==> config.mk <==
export PLATFORM = sky130hd
export DESIGN_NAME = brlink_unit
export DESIGN_NICKNAME = d
export VERILOG_FILES = /design/src/rtl/brlink_pkg.sv /design/src/rtl/brlink_decode.sv /design/src/rtl/brlink_target.sv /design/src/rtl/brlink_unit.sv
export SDC_FILE = /design/constraint.sdc
export NUM_CORES = 1
export LEC_CHECK = 0
export CORE_MARGIN = 8
export CORE_UTILIZATION = 53
export CTS_CLUSTER_SIZE = 10
export DETAILED_ROUTE_END_ITERATION = 6
export PLACE_DENSITY = 0.81
export SLEW_MARGIN = 25
export SYNTH_ARGS = -nofsm -noshare
export SYNTH_HDL_FRONTEND = slang
export SYNTH_SLANG_ARGS = --single-unit
export TNS_END_PERCENT = 5
==> constraint.sdc <==
create_clock -name clk -period 3.81 [get_ports clk]
set_input_delay 0.5715 -clock clk [delete_from_list [all_inputs] [get_ports clk]]
set_output_delay 0.5715 -clock clk [all_outputs]
set_load 0.02 [all_outputs]
==> src/rtl/brlink_pkg.sv <==
package brlink_pkg;
  localparam int HW_W = 16;

  typedef enum logic [2:0] {
    K_NONE,
    K_XCHG,
    K_UNDEF,
    K_COND,
    K_JUMP,
    K_LONG1,
    K_LONG2
  } kind_e;
endpackage

==> src/rtl/brlink_decode.sv <==
module brlink_decode
  import brlink_pkg::*;
(
  input  logic [HW_W-1:0] instr,
  output kind_e           kind
);
  localparam logic [7:0] XCHG_OPC  = 8'h47;
  localparam logic [3:0] COND_OPC  = 4'hD;
  localparam logic [3:0] COND_NONE = 4'hF;
  localparam logic [4:0] JUMP_OPC  = 5'b11100;
  localparam logic [4:0] LONG1_OPC = 5'b11110;
  localparam logic [4:0] LONG2_OPC = 5'b11111;

  always_comb begin
    kind = K_NONE;
    if (instr[15:8] == XCHG_OPC)
      kind = instr[7] ? K_UNDEF : K_XCHG;
    else if (instr[15:12] == COND_OPC && instr[11:8] != COND_NONE)
      kind = K_COND;
    else if (instr[15:11] == JUMP_OPC)
      kind = K_JUMP;
    else if (instr[15:11] == LONG1_OPC)
      kind = K_LONG1;
    else if (instr[15:11] == LONG2_OPC)
      kind = K_LONG2;
  end
endmodule

==> src/rtl/brlink_target.sv <==
module brlink_target
  import brlink_pkg::*;
#(
  parameter int AW         = 32,
  parameter int SHORT_W    = 8,
  parameter int LONG_W     = 11,
  parameter int HI_SHIFT   = 12
) (
  input  kind_e           kind,
  input  logic [HW_W-1:0] instr,
  input  logic [AW-1:0]   pc_in,
  input  logic [AW-1:0]   link_in,
  input  logic [AW-1:0]   reg_val,
  input  logic            cond_pass,
  output logic [AW-1:0]   nxt_pc,
  output logic [AW-1:0]   nxt_link,
  output logic            nxt_link_we,
  output logic            nxt_flush,
  output logic            nxt_undef,
  output logic            nxt_mode_we,
  output logic            nxt_mode
);
  localparam logic [AW-1:0] ONE = {{(AW-1){1'b0}}, 1'b1};
  localparam logic [AW-1:0] TWO = ONE << 1;

  logic [AW-1:0] short_off, jump_off, hi_off, lo_off;

  always_comb begin
    short_off = {{(AW-SHORT_W){instr[SHORT_W-1]}}, instr[SHORT_W-1:0]} << 1;
    jump_off  = {{(AW-LONG_W){instr[LONG_W-1]}}, instr[LONG_W-1:0]} << 1;
    hi_off    = {{(AW-LONG_W){instr[LONG_W-1]}}, instr[LONG_W-1:0]} << HI_SHIFT;
    lo_off    = {{(AW-LONG_W){1'b0}}, instr[LONG_W-1:0]} << 1;
  end

  always_comb begin
    nxt_pc      = pc_in;
    nxt_link    = link_in;
    nxt_link_we = 1'b0;
    nxt_flush   = 1'b0;
    nxt_undef   = 1'b0;
    nxt_mode_we = 1'b0;
    nxt_mode    = reg_val[0];
    case (kind)
      K_XCHG: begin
        nxt_pc      = reg_val & ~ONE;
        nxt_mode_we = 1'b1;
        nxt_flush   = 1'b1;
      end
      K_UNDEF: nxt_undef = 1'b1;
      K_COND: if (cond_pass) begin
        nxt_pc    = pc_in + short_off;
        nxt_flush = 1'b1;
      end
      K_JUMP: begin
        nxt_pc    = pc_in + jump_off;
        nxt_flush = 1'b1;
      end
      K_LONG1: begin
        nxt_link    = pc_in + hi_off;
        nxt_link_we = 1'b1;
      end
      K_LONG2: begin
        nxt_pc      = link_in + lo_off;
        nxt_link    = (pc_in - TWO) | ONE;
        nxt_link_we = 1'b1;
        nxt_flush   = 1'b1;
      end
      default: ;
    endcase
  end
endmodule

==> src/rtl/brlink_unit.sv <==
module brlink_unit
  import brlink_pkg::*;
#(
  parameter int AW = 32
) (
  input  logic            clk,
  input  logic            rst,
  input  logic            in_valid,
  input  logic [HW_W-1:0] instr,
  input  logic [AW-1:0]   pc_in,
  input  logic [AW-1:0]   link_in,
  input  logic [AW-1:0]   reg_val,
  input  logic            cond_pass,
  output logic            out_valid,
  output logic [AW-1:0]   pc_out,
  output logic [AW-1:0]   link_out,
  output logic            link_we,
  output logic            mode_out,
  output logic            flush,
  output logic            undef
);
  kind_e         kind;
  logic [AW-1:0] n_pc, n_link;
  logic          n_lwe, n_flush, n_undef, n_mwe, n_mode;

  brlink_decode u_dec (.instr(instr), .kind(kind));

  brlink_target #(.AW(AW)) u_tgt (
    .kind(kind), .instr(instr), .pc_in(pc_in), .link_in(link_in),
    .reg_val(reg_val), .cond_pass(cond_pass),
    .nxt_pc(n_pc), .nxt_link(n_link), .nxt_link_we(n_lwe),
    .nxt_flush(n_flush), .nxt_undef(n_undef),
    .nxt_mode_we(n_mwe), .nxt_mode(n_mode)
  );

  always_ff @(posedge clk) begin
    if (rst) begin
      out_valid <= 1'b0;
      pc_out    <= '0;
      link_out  <= '0;
      link_we   <= 1'b0;
      mode_out  <= 1'b1;
      flush     <= 1'b0;
      undef     <= 1'b0;
    end else begin
      out_valid <= in_valid;
      link_we   <= in_valid & n_lwe;
      flush     <= in_valid & n_flush;
      undef     <= in_valid & n_undef;
      if (in_valid) begin
        pc_out <= n_pc;
        if (n_lwe) link_out <= n_link;
        if (n_mwe) mode_out <= n_mode;
      end
    end
  end

  assert_latency_R1: assert property (@(posedge clk) disable iff (rst)
    in_valid |=> out_valid);
  assert_strobes_idle_R1: assert property (@(posedge clk) disable iff (rst)
    (flush || link_we || undef) |-> out_valid);
  assert_xchg_target_R2: assert property (@(posedge clk) disable iff (rst)
    (in_valid && instr[15:8] == 8'h47 && !instr[7]) |=>
      (pc_out[0] == 1'b0 && mode_out == $past(reg_val[0]) && flush));
  assert_undef_holds_R3: assert property (@(posedge clk) disable iff (rst)
    (in_valid && instr[15:8] == 8'h47 && instr[7]) |=>
      (undef && !flush && !link_we && pc_out == $past(pc_in) && $stable(mode_out)));
  assert_not_taken_R5: assert property (@(posedge clk) disable iff (rst)
    (in_valid && instr[15:12] == 4'hD && !cond_pass) |=> !flush);
  assert_first_half_R7: assert property (@(posedge clk) disable iff (rst)
    (in_valid && instr[15:11] == 5'b11110) |=> (link_we && !flush));
  assert_second_half_R8: assert property (@(posedge clk) disable iff (rst)
    (in_valid && instr[15:11] == 5'b11111) |=> (link_we && flush && link_out[0]));
endmodule

==> impl_metrics.env <==
export IMPL_ys_ff_latch=69
export IMPL_hpwl_um=27100
export IMPL_ir_worst_vdd_v=0.000234
export IMPL_path_buf_inv=1
export IMPL_power_density_mw_per_mm2=263
export IMPL_crit_required_ns=4.02
export IMPL_port_buffers=184
export IMPL_clock_sinks=69
export IMPL_rows=46
export IMPL_drive_above_1_share=0.120
export IMPL_dieArea_mm2=0.0202
export IMPL_layout_nets=1628
export IMPL_layout_min_cycle_time_ns=3.61
export IMPL_dp_slack_ns=-0.152
export IMPL_grt_max_degree=51
export IMPL_netSwitchingFraction=0.378
export IMPL_ys_flop_type="dfxtp_1"
export IMPL_synth_fp_nets=1372
export IMPL_synth_top_family_by_area="compound AO/OA/AOI/OAI gates"
export IMPL_leakagePower_nw=4.77
export IMPL_slew_headroom=0.433
export IMPL_firstDrtPassIters=6
export IMPL_cts_tree="built"
export IMPL_synth_top_cell_area_share=0.164
export IMPL_maxCapViolations=0
export IMPL_tns_ns=0
export IMPL_power_internal_mw=1.90
export IMPL_num_vias=10336
export IMPL_synth_edf_count=0
export IMPL_p_seq_frac=0.253
export IMPL_clkPwrFrac=0.289
export IMPL_layout_commonest_cell="clkdlybuf4s50_1"
export IMPL_antenna_left=0
export IMPL_place_gp_congestion=1.02
export IMPL_layout_common_cells="clkdlybuf4s50_1, nand2_1, buf_4, nor2_1, a21oi_1"
export IMPL_fin_cells=1657
export IMPL_path_cells="clkdlybuf4s50_1 > ha_1 > a211o_1 > a211oi_1 > a21oi_1 > or3_1 > a211oi_1 > nor2_1 > xor2_1 > a221oi_1 > a211oi_1"
export IMPL_numCtsBuffers=9
export IMPL_syn_mean_instance_area_um2=7.15
export IMPL_hold_viol_final=0
export IMPL_power_frac_comb=0.457
export IMPL_cts_root_buf="clkbuf_16"
export IMPL_grt_pass1_vias=9858
export IMPL_whs_ns=0.471
export IMPL_cts_setup_buffers=0
export IMPL_ctsResizeCount=0
export IMPL_synth_xor_area_share=0.112
export IMPL_clk_latency_ns=0.35
export IMPL_max_stage_delay_ns=0.49
export IMPL_setup_ws_ns=0.201
export IMPL_rsz0062_at_grt="false"
export IMPL_drt_total_wl_um=34200
export IMPL_antenna_found_initial=0
export IMPL_start_kind="input pin"
export IMPL_setup_worst_path_class="input pin to register"
export IMPL_start_util=0.537
export IMPL_n_antenna_cell=0
export IMPL_grt_pass1_wl_um=53000
export IMPL_htreeDepth=3
export IMPL_coreArea_mm2=0.0157
export IMPL_cts_path_max_buffers=2
export IMPL_die_w_um=142
export IMPL_syn_to_final_growth_pct=37.8
export IMPL_async_flop_share=0
export IMPL_drc_errors=0
export IMPL_critPathArrivalTime_ns=3.82
export IMPL_worst_pin_slew_ns=0.841
export IMPL_synthAdderAreaFrac=0.115
export IMPL_synth_area_leaders="dfxtp_1, ha_1, nand2_1"
export IMPL_synth_distinct_cells=69
export IMPL_dp_cells=1641
export IMPL_drt_iter0_drc=1106
export IMPL_syn_area_mm2=0.00844
export IMPL_syn_inst=1180
export IMPL_io_pins=185
export IMPL_routedWlPerCell_um=20.7
export IMPL_path_common_cell="a211oi_1"
export IMPL_final_setup_viol_count=0
export IMPL_endpoint_kind="register"
export IMPL_yosysTopAreaCell="dfxtp_1"
export IMPL_hp_class="register to register"
export IMPL_synthSimpleGateAreaFrac=0.251
export IMPL_fin_crit_sh=0.947
export IMPL_track_usage=0.333
export IMPL_synth_mux_area_frac=0.00875
export IMPL_yosys_warnings=0
export IMPL_overflow=0
export IMPL_fin_worst_skew_ns=0
export IMPL_hold_buffers=0
export IMPL_crit_family="compound AO/OA/AOI/OAI gates"
export IMPL_die_y_um=142
export IMPL_status="finished, final reports clean"
export IMPL_critPathSlowestCell="clkdlybuf4s50_1"
export IMPL_vias_per_cell=6.24
export IMPL_p_switching_mw=1.16
export IMPL_ys_seq_area_frac=0.164
export IMPL_path_clk_slew_ns=0.06
export IMPL_slew_viol_final=0
export IMPL_cp_max_fo=4
export IMPL_synth_compound_area_frac=0.305
export IMPL_fmax_mhz=277
synth_stat cells, types with 5 or more instances:
master,n
o21bai_1,7
a31oi_1,11
a221o_1,7
xor2_1,48
a2111oi_0,5
xnor2_1,60
clkbuf_1,65
o31ai_1,8
nand3b_1,7
a221oi_1,33
ha_1,73
dfxtp_1,69
nor2b_1,9
nor4_1,7
and3_1,9
nand2b_1,13
nand4_1,15
inv_1,26
o21ai_0,70
nor3_1,37
nor2_1,115
and2_1,11
a211oi_1,34
a21oi_1,91
a311oi_1,7
a22oi_1,6
o2111ai_1,6
nand2_1,143
nand3_1,38
a21o_1,38
or3_1,10
o21a_1,10
o211ai_1,16
area by class of cell:
| cell class | count | area [µm²] |
|---|---|---|
| multi-input cells | 1013 | 6710 |
| clock inverters | 7 | 72.6 |
| repair buffers | 316 | 2860 |
| flip-flops and latches | 69 | 1380 |
| fillers | 1294 | 4090 |
| inverters | 27 | 101 |
| clock buffers | 9 | 225 |
| well taps | 216 | 270 |
state kept, by name, indices dropped and copies added (netlist names):
register and flops:
out_valid 1, mode_out 1, link_we 1, undef 1, flush 1, pc_out 32, link_out 32
final timing paths:
path           startpoint      endpoint  slack (ns)  depth (start not counted)
min reg2reg  link_out[15]  link_out[15]        0.47                          2
max reg2reg  link_out[28]  link_out[28]        2.51                          3
min          link_out[15]  link_out[15]        0.47                          2
max              instr[1]    pc_out[14]        0.20                         11
power by group through the flow:
| stage | combinational [mW] | sequential [mW] | clock, mW |
|---|---|---|---|
| CTS | 1.37 | 0.774 | 0.892 |
| finish | 1.40 | 0.774 | 0.886 |
| floorplan | 0.727 | 0.830 | 0 |
| global route | 1.51 | 0.777 | 0.914 |
| detailed placement | 1.36 | 0.790 | 0 |
| global placement | 1.35 | 0.790 | 0 |
routing by layer:
metal | wire length (µm) | GRT usage | up-vias
li1 | - | - | 4895
met1 | 14400 | 0.436 | 4811
met2 | 15200 | 0.522 | 538
met3 | 3380 | 0.0617 | 92
met4 | 1190 | 0.145 | 0
met5 | 0 | 0 | -
worst min-delay path, cell delays in order, from the launching register on:
cell     delay, ns
dfxtp_1       0.32
nand2_1       0.05
a21oi_1       0.05
through the flow:
step | total power [mW] | instance area [µm²] | utilization
after global placement | 2.14 | 11300 | 0.720
after floorplan | 1.56 | 8440 | -
after CTS | 3.03 | 11600 | 0.739
final | 3.06 | 11600 | 0.740
after detailed placement | 2.15 | 11300 | 0.720
after global routing | 3.20 | 11600 | 0.740
cell families after synthesis:
logic type | Yosys count
AOI/OAI and AO/OA | 382
xor gates and xnor gates | 108
adders and majority gates | 76
buffers and inverters | 98
DFF | 69
muxes | 7
and+or+nand+nor | 440
(Power assumes the default switching activity.)
